--- src/rtl/vsg_pkg.sv ---
package vsg_pkg;

   // Events produced by the byte position counter for one accepted byte.
   typedef struct packed {
      logic first;   // byte begins a line
      logic last;    // byte completes a line at full length
      logic cut;     // a partial line was ended by a resync on this byte
   } byte_evt_t;

endpackage

--- src/rtl/vsg_byte_pos.sv ---
module vsg_byte_pos
   import vsg_pkg::*;
#(
   parameter int LINE_BYTES = 376
) (
   input  logic      clk,
   input  logic      rst,
   input  logic      clr,
   input  logic      take,
   input  logic      resync,
   output byte_evt_t evt,
   output logic      busy_nxt
);

   localparam int PW = (LINE_BYTES > 2) ? $clog2(LINE_BYTES) : 1;
   localparam logic [PW-1:0] POS_LAST = PW'(LINE_BYTES - 1);
   localparam logic [PW-1:0] POS_ONE  = PW'(1);

   logic [PW-1:0] pos_q;
   logic [PW-1:0] pos_d;
   logic          at_zero;
   logic          at_last;

   assign at_zero = (pos_q == '0);
   assign at_last = (pos_q == POS_LAST);

   always_comb begin
      evt.first = take & (resync | at_zero);
      evt.cut   = take & resync & ~at_zero;
      evt.last  = take & ~resync & at_last;
   end

   always_comb begin
      pos_d = pos_q;
      if (clr) begin
         pos_d = '0;
      end else if (take) begin
         if (resync)       pos_d = POS_ONE;
         else if (at_last) pos_d = '0;
         else              pos_d = pos_q + POS_ONE;
      end
   end

   always_ff @(posedge clk) begin
      if (rst) pos_q <= '0;
      else     pos_q <= pos_d;
   end

   assign busy_nxt = (pos_d != '0);

endmodule

--- src/rtl/vsg_line_idx.sv ---
module vsg_line_idx
   import vsg_pkg::*;
#(
   parameter int WIN_LINES = 512
) (
   input  logic      clk,
   input  logic      rst,
   input  logic      clr,
   input  byte_evt_t evt,
   output logic      win_first,
   output logic      final_nxt
);

   localparam int LW = (WIN_LINES > 2) ? $clog2(WIN_LINES) : 1;
   localparam logic [LW-1:0] LINE_LAST = LW'(WIN_LINES - 1);
   localparam logic [LW-1:0] LINE_ONE  = LW'(1);

   logic [LW-1:0] line_q;
   logic [LW-1:0] line_d;
   logic [LW-1:0] line_inc;
   logic [LW-1:0] line_of_byte;
   logic          step;

   assign step         = evt.cut | evt.last;
   assign line_inc     = (line_q == LINE_LAST) ? '0 : (line_q + LINE_ONE);
   assign line_of_byte = evt.cut ? line_inc : line_q;
   assign win_first    = evt.first & (line_of_byte == '0);

   always_comb begin
      line_d = line_q;
      if (clr)       line_d = '0;
      else if (step) line_d = line_inc;
   end

   always_ff @(posedge clk) begin
      if (rst) line_q <= '0;
      else     line_q <= line_d;
   end

   assign final_nxt = (line_d == LINE_LAST);

endmodule

--- src/rtl/vsg_edge_out.sv ---
module vsg_edge_out #(
   parameter bit IRQ_ON = 1'b1
) (
   input  logic clk,
   input  logic rst,
   input  logic level_d,
   input  logic irq_en,
   output logic vsync,
   output logic irq
);

   logic vs_q;

   always_ff @(posedge clk) begin
      if (rst) vs_q <= 1'b0;
      else     vs_q <= level_d;
   end

   assign vsync = vs_q;

   generate
      if (IRQ_ON) begin : g_irq
         logic irq_q;
         always_ff @(posedge clk) begin
            if (rst) irq_q <= 1'b0;
            else     irq_q <= irq_en & (level_d ^ vs_q);
         end
         assign irq = irq_q;
      end else begin : g_no_irq
         logic unused_irq_en;
         assign unused_irq_en = irq_en;
         assign irq = 1'b0;
      end
   endgenerate

endmodule

--- src/rtl/vsg_sync_chk.sv ---
module vsg_sync_chk #(
   parameter logic [7:0] SYNC_BYTE = 8'h47
) (
   input  logic       clk,
   input  logic       rst,
   input  logic       win_first,
   input  logic [7:0] dat,
   output logic       err
);

   logic err_q;

   always_ff @(posedge clk) begin
      if (rst) err_q <= 1'b0;
      else     err_q <= err_q | (win_first & (dat != SYNC_BYTE));
   end

   assign err = err_q;

endmodule

--- src/rtl/vsync_line_gen.sv ---
module vsync_line_gen
   import vsg_pkg::*;
#(
   parameter int         LINE_BYTES = 376,
   parameter int         WIN_LINES  = 512,
   parameter logic [7:0] SYNC_BYTE  = 8'h47,
   parameter bit         IRQ_ON     = 1'b1
) (
   input  logic       clk,
   input  logic       rst,
   input  logic       enable,
   input  logic       irq_en,
   input  logic       byte_vld,
   input  logic [7:0] byte_dat,
   input  logic       line_resync,
   output logic       vsync,
   output logic       irq,
   output logic       sync_err
);

   generate
      if (LINE_BYTES < 2) begin : g_bad_line
         $error("vsync_line_gen: LINE_BYTES must be at least 2");
      end
      if (WIN_LINES < 2) begin : g_bad_win
         $error("vsync_line_gen: WIN_LINES must be at least 2");
      end
   endgenerate

   logic      take;
   logic      clr;
   byte_evt_t evt;
   logic      busy_nxt;
   logic      win_first;
   logic      final_nxt;
   logic      level_d;

   assign take = byte_vld & enable;
   assign clr  = ~enable;

   vsg_byte_pos #(.LINE_BYTES(LINE_BYTES)) u_pos (
      .clk      (clk),
      .rst      (rst),
      .clr      (clr),
      .take     (take),
      .resync   (line_resync),
      .evt      (evt),
      .busy_nxt (busy_nxt)
   );

   vsg_line_idx #(.WIN_LINES(WIN_LINES)) u_line (
      .clk       (clk),
      .rst       (rst),
      .clr       (clr),
      .evt       (evt),
      .win_first (win_first),
      .final_nxt (final_nxt)
   );

   assign level_d = enable & busy_nxt & final_nxt;

   vsg_edge_out #(.IRQ_ON(IRQ_ON)) u_out (
      .clk     (clk),
      .rst     (rst),
      .level_d (level_d),
      .irq_en  (irq_en),
      .vsync   (vsync),
      .irq     (irq)
   );

   vsg_sync_chk #(.SYNC_BYTE(SYNC_BYTE)) u_sync (
      .clk       (clk),
      .rst       (rst),
      .win_first (win_first),
      .dat       (byte_dat),
      .err       (sync_err)
   );

endmodule

--- config.mk ---
export PLATFORM = sky130hd
export DESIGN_NAME = vsync_line_gen
export DESIGN_NICKNAME = d
export VERILOG_FILES = /design/src/rtl/vsg_pkg.sv /design/src/rtl/vsg_byte_pos.sv /design/src/rtl/vsg_line_idx.sv /design/src/rtl/vsg_edge_out.sv /design/src/rtl/vsg_sync_chk.sv /design/src/rtl/vsync_line_gen.sv
export SDC_FILE = /design/constraint.sdc
export NUM_CORES = 1
export LEC_CHECK = 0
export CORE_MARGIN = 2
export CORE_UTILIZATION = 53
export CTS_CLUSTER_SIZE = 10
export DETAILED_ROUTE_END_ITERATION = 10
export PLACE_DENSITY_LB_ADDON = 0.2
export SLEW_MARGIN = 5
export SYNTH_ARGS = -nofsm -noshare
export SYNTH_HDL_FRONTEND = slang
export SYNTH_SLANG_ARGS = --single-unit
--- constraint.sdc ---
create_clock -name clk -period 5.35 [get_ports clk]
set_input_delay 1.605 -clock clk [delete_from_list [all_inputs] [get_ports clk]]
set_output_delay 1.605 -clock clk [all_outputs]
set_load 0.05 [all_outputs]
# Word level (Yosys, flattened, before mapping)
# Index checks and enable logic that the tools add are counted.
# Widths: inputs -> output; s select.
# classes
bitwise,17
n_addsub,2
n_mux,8
n_reduce_logical,3
eq_ne,4
# op_table
op,count
$mux 9,8
$eq 9x9->1 const B,3
$add 9x1->9 const B,2
$logic_not 9->1,2
$and 1x1->1,11
$reduce_bool 9->1,1
$ne 8x7->1 const B,1
$or 1x1->1,3
$not 1->1,2
$xor 1x1->1,1
# word_totals
inputBits,14
reg_bits,21
out_inout_bits,3
elab_cells,39

# Logic depth before layout (Yosys ltp)
# logic_depth
ltp_word,10
mapped_depth,13

# Modules after synthesis
# From an unflattened synthesis, not the netlist that was laid out.
# unflattened
hier_cells,199
hier_area_um2,1594.0
# by_module_without_submodules
module,area_per_inst_um2,cells_each,n_inst
vsg_byte_pos,724.4,100,1
vsg_line_idx,724.4,85,1
vsg_edge_out,67.6,5,1
vsg_sync_chk,60.1,6,1
vsync_line_gen,17.5,3,1

# Least setup slack after synthesis
# OpenSTA, ideal clock, no wires.
# synth_timing
path_type,input port to flip-flop
from,input enable
to,register u_out.g_irq.irq_q (netlist: u_out.irq)
path_stages,9
setup_slack_ns,1.776
arrival_ns,3.501
path_cell_list,buf_2 -> nand3b_1 -> or4_4 -> a2111oi_4 -> o221ai_2 -> nor4_2 -> o211ai_1 -> xor2_1 -> nor3b_2
# synth_between
elab_chain_cells,10
word_cells_on_any_way,16
cone_classes,1 x eq/ne; 4 x mux; 10 x bitwise; 1 x reduce/logical
# synth_rtl
element,line,text
start: declaration,vsync_line_gen.sv:11,"input logic enable,"
$and 1x1->1,vsync_line_gen.sv:38,assign take = byte_vld & enable;
"$and 1x1->1, on equally long branches (2 in a row)","vsg_byte_pos.sv:29, vsg_byte_pos.sv:30",
$or 1x1->1,vsg_line_idx.sv:24,assign step = evt.cut | evt.last;
$mux 9,vsg_line_idx.sv:32,else if (step) line_d = line_inc;
$mux 9,vsg_line_idx.sv:31,if (clr) line_d = '0;
$eq 9x9->1,vsg_line_idx.sv:40,assign final_nxt = (line_d == LINE_LAST);
$and 1x1->1 (*),vsync_line_gen.sv:60,assign level_d = enable & busy_nxt & final_nxt;
$xor 1x1->1 (*),vsg_edge_out.sv:26,else irq_q <= irq_en & (level_d ^ vs_q);
$and 1x1->1 (*),vsg_edge_out.sv:26,
end signal: assignment,vsg_edge_out.sv:26,
end: declaration,vsg_edge_out.sv:23,logic irq_q;
# Every way passes the cells marked *; elsewhere a longest branch is shown, timed or not.
# A chain may end at the register's enable or synchronous reset.

# Final worst setup path
# layout_timing
from,input byte_vld
to,register u_out.g_irq.irq_q (netlist: u_out.irq)
# layout_between
elab_chain_cells,10
word_cells_on_any_way,16
cone_classes,1 x eq/ne; 4 x mux; 10 x bitwise; 1 x reduce/logical
# layout_rtl
element,line,text
start: declaration,vsync_line_gen.sv:13,"input logic byte_vld,"
$and 1x1->1 (*),vsync_line_gen.sv:38,
"$and 1x1->1, on equally long branches (2 in a row)","vsg_byte_pos.sv:29, vsg_byte_pos.sv:30",
$or 1x1->1,vsg_line_idx.sv:24,
$mux 9,vsg_line_idx.sv:32,
$mux 9,vsg_line_idx.sv:31,
$eq 9x9->1,vsg_line_idx.sv:40,
$and 1x1->1 (*),vsync_line_gen.sv:60,
$xor 1x1->1 (*),vsg_edge_out.sv:26,
$and 1x1->1 (*),vsg_edge_out.sv:26,
# Marked as above.

==> results.md <==
* Async SR Flop Fraction at 0%
* Skew final at about 20 ps
* # rows at 19
* Pins Over Slew Limit at 0
* Critical Path AT at between 4000 and 5000 ps
* DP HPWL at 3.06 mm
* Largest fanout on the critical path at 13
* Clock Tree Buf Depth at 2
* Effective utilization at floorplan at a little under three fifths
* Hold Buf Count CTS at 0
* Post-CTS setup buffers at 0
* Switching part of the total at 26.5%
* Top cell type's share of synthesized area at between 20% and 30%
* Max VDD drop at around 0.22 mV
* Height of the die at roughly 58 µm
* Diode count at 0
* Max-capacitance violation count at 0
* First-pass DRT Iterations at 4
* Combinational Power Share at 11.6%
* Cell Area, Synth at approximately 1500 µm²
* Non-Filler Instances at 241
* Tmin final at 4100 ps
* DR iter-0 viols at just under 100
* Internal cell power at 201 µW
* Net Sw Power at around 72 µW
* Clock Latency Late Sink at about 320 ps
* Antenna Nets Post-Route at 0
* Final nets at 229
* Total CTS buffers at 3
* Full die area at roughly 3300 µm²
* CTS tree: yes
* Die Wd at between 50 and 60 µm
* Slew @ Worst Pin at about 630 ps
* First-pass GRT wire length at approximately 7.0 mm
* Final Cell Area at approximately 1700 µm²
* Clock slew at reported path FFs at around 150 ps
* Post-layout util at roughly 62%
* Final setup viols at 0
* Synth top area cells: dfxtp_1 (28%), nor2_1 (6.9%), o21ai_0 (4.6%)
* Port-buffer cells at 16
* Pwr dens at roughly 160 nW/µm²
* Status: finished clean
* Ratio of cells with drive above 1 in the final layout at roughly 7.6%
* Ports at 17
* Dpl cells at between 200 and 250
* CP Capture Type: flop
* Sequential share of the synthesized area at approximately 28%
* Drt wl/cell at between 15 and 20 µm
* Final Hold Slack at roughly 460 ps
* Vias in the first global route at about 1400
* Seq cells post-synth at 21
* Distinct cells, synth at just under 50
* LEAKAGE at around 0.54 nW
* Unrepaired setup endpoints after global routing: false
* Critical path data required time at approximately 5600 ps
* Max Clk Rate at 0.244 GHz
* Setup TNS at 0 ps
* Sequential fraction of design power at 58.0%
* YS warnings at 0
* Total track usage at 26.7%
* Clk sink count at 21
* Net count after synthesis at 218
* Core ar. at approximately 2700 µm²
* Final GP Congestion at roughly 0.93
* WL final at 3.97 mm
* Setup WS post-layout at about 1200 ps
* Root buf cell: clkbuf_4
* Gr ovfl total at 0
* DP Worst Slack at between 900 and 1000 ps
* Area grow syn2layout at 11.9%
* Mapped Avg Cell Area at approximately 7.6 µm²
* Initial antenna violation count at 0
* Synth Flop Type: dfxtp_1
* Via/cell ratio at roughly 6.5
* Routed vias at ~1600
* Number of flops mapped to enable cells by yosys at 0
* Clock share of power at 30.4%
* Startpoint type of the worst setup path: primary input
* CTS HTree Levels at 1
* Hold Vio Cnt, Final at 0
* # fillers at around 240
* Largest net degree at the start of global routing at 16
* Hold WC Path Type: reg2reg
* Final Total Pwr at ~270 µW
* DRC viols at 0
* Setup CP Type: in2reg
* Final period util at approximately 77%
* Synth area leader: dfxtp_1
* Post-cts resize count at 0
* Mapped Cells at 200
* Max_slew headroom at roughly 58%
* Post-DP Area at roughly 1700 µm²
## worst paths after layout
check / start / endpoint / slack (ps) / depth (start not counted)
setup / recovery: byte_vld / u_out.irq / 1250 / 9
hold / removal: u_sync.err / u_sync.err / 460 / 2
setup reg to reg: u_line.line_q[0] / u_out.irq / 2250 / 12
hold reg to reg: u_sync.err / u_sync.err / 460 / 2
## worst max-delay path: stages
cell             delay (ps)
clkdlybuf4s50_1         730
nand3b_1                250
or4_4                   510
a2111oi_4               420
o221ai_2                140
nor4_2                  150
o211ai_1                170
xor2_1                  190
nor3b_2                 180
## layer usage
metal / wire [µm] / track usage, % / vias up
met3: 238 / 4.54 / 8
met1: 1870 / 39.7 / 731
met2: 1820 / 39.9 / 54
li1: - / - / 773
met5: 0 / 0 / -
met4: 48 / 6.98 / 0
## power groups by stage
stage	Sequential, mW	Combinational (mW)	Clock (mW)
after floorplan	0.164	0.0142	0
after global placement	0.162	0.0309	0
after detailed placement	0.162	0.0316	0
after CTS	0.158	0.0317	0.0837
after global routing	0.159	0.0345	0.0923
final	0.158	0.0316	0.0831
## cells by family (layout without fill, tap and decap cells)
group,Yosys count,count (layout),synth area share [%]
AND/OR/NAND/NOR,97,97,35.4
flip-flops,21,21,27.7
AO/OA/AOI/OAI,57,57,27.0
buffers and inverters,19,29,5.51
XOR/XNOR,2,2,1.15
adder cells (fa/ha/maj),4,4,3.29
## state kept, by name, summed over array words and instances (netlist names)
register,cells
u_pos.pos_q,9
u_out.vsync,1
u_line.line_q,9
u_out.irq,1
u_sync.err,1
## cell usage after synthesis, types with 5 or more instances
cell and instances:
clkbuf_1 6, dfxtp_1 21, nand2b_1 6, o21ai_0 14, nand3_1 8, nor3_1 6, a21oi_1 13, a211oi_1 5
nand2_1 13, inv_1 8, and3_1 5, nor2_1 28
## placed cells by master (no fill, tap or decap), types with 4 or more instances in the layout
| cell type | Yosys | routed |
|---|---|---|
| a211oi_1 | 5 | 5 |
| a21oi_1 | 13 | 13 |
| and3_1 | 5 | 5 |
| clkdlybuf4s50_1 | 0 | 16 |
| dfxtp_1 | 21 | 21 |
| ha_1 | 4 | 4 |
| inv_1 | 8 | 8 |
| nand2_1 | 13 | 13 |
| nand2b_1 | 6 | 6 |
| nand3_1 | 8 | 8 |
| nor2_1 | 28 | 28 |
| nor3_1 | 6 | 6 |
| nor4_1 | 4 | 4 |
| o21ai_0 | 14 | 14 |
| o22ai_1 | 4 | 4 |
## final cells by class
cell class	instances	area (µm²)	share of cell area, %
Timing Repair Buffer	17	168	9.86
Clock inverter	1	5.00	0.294
Inverter	8	30.0	1.77
Sequential cell	21	420	24.7
Multi-Input combinational cell	160	1020	59.7
Clock buffer	3	22.5	1.32
Tap cell	31	38.8	2.28
Power figures use the tool's default switching activity.
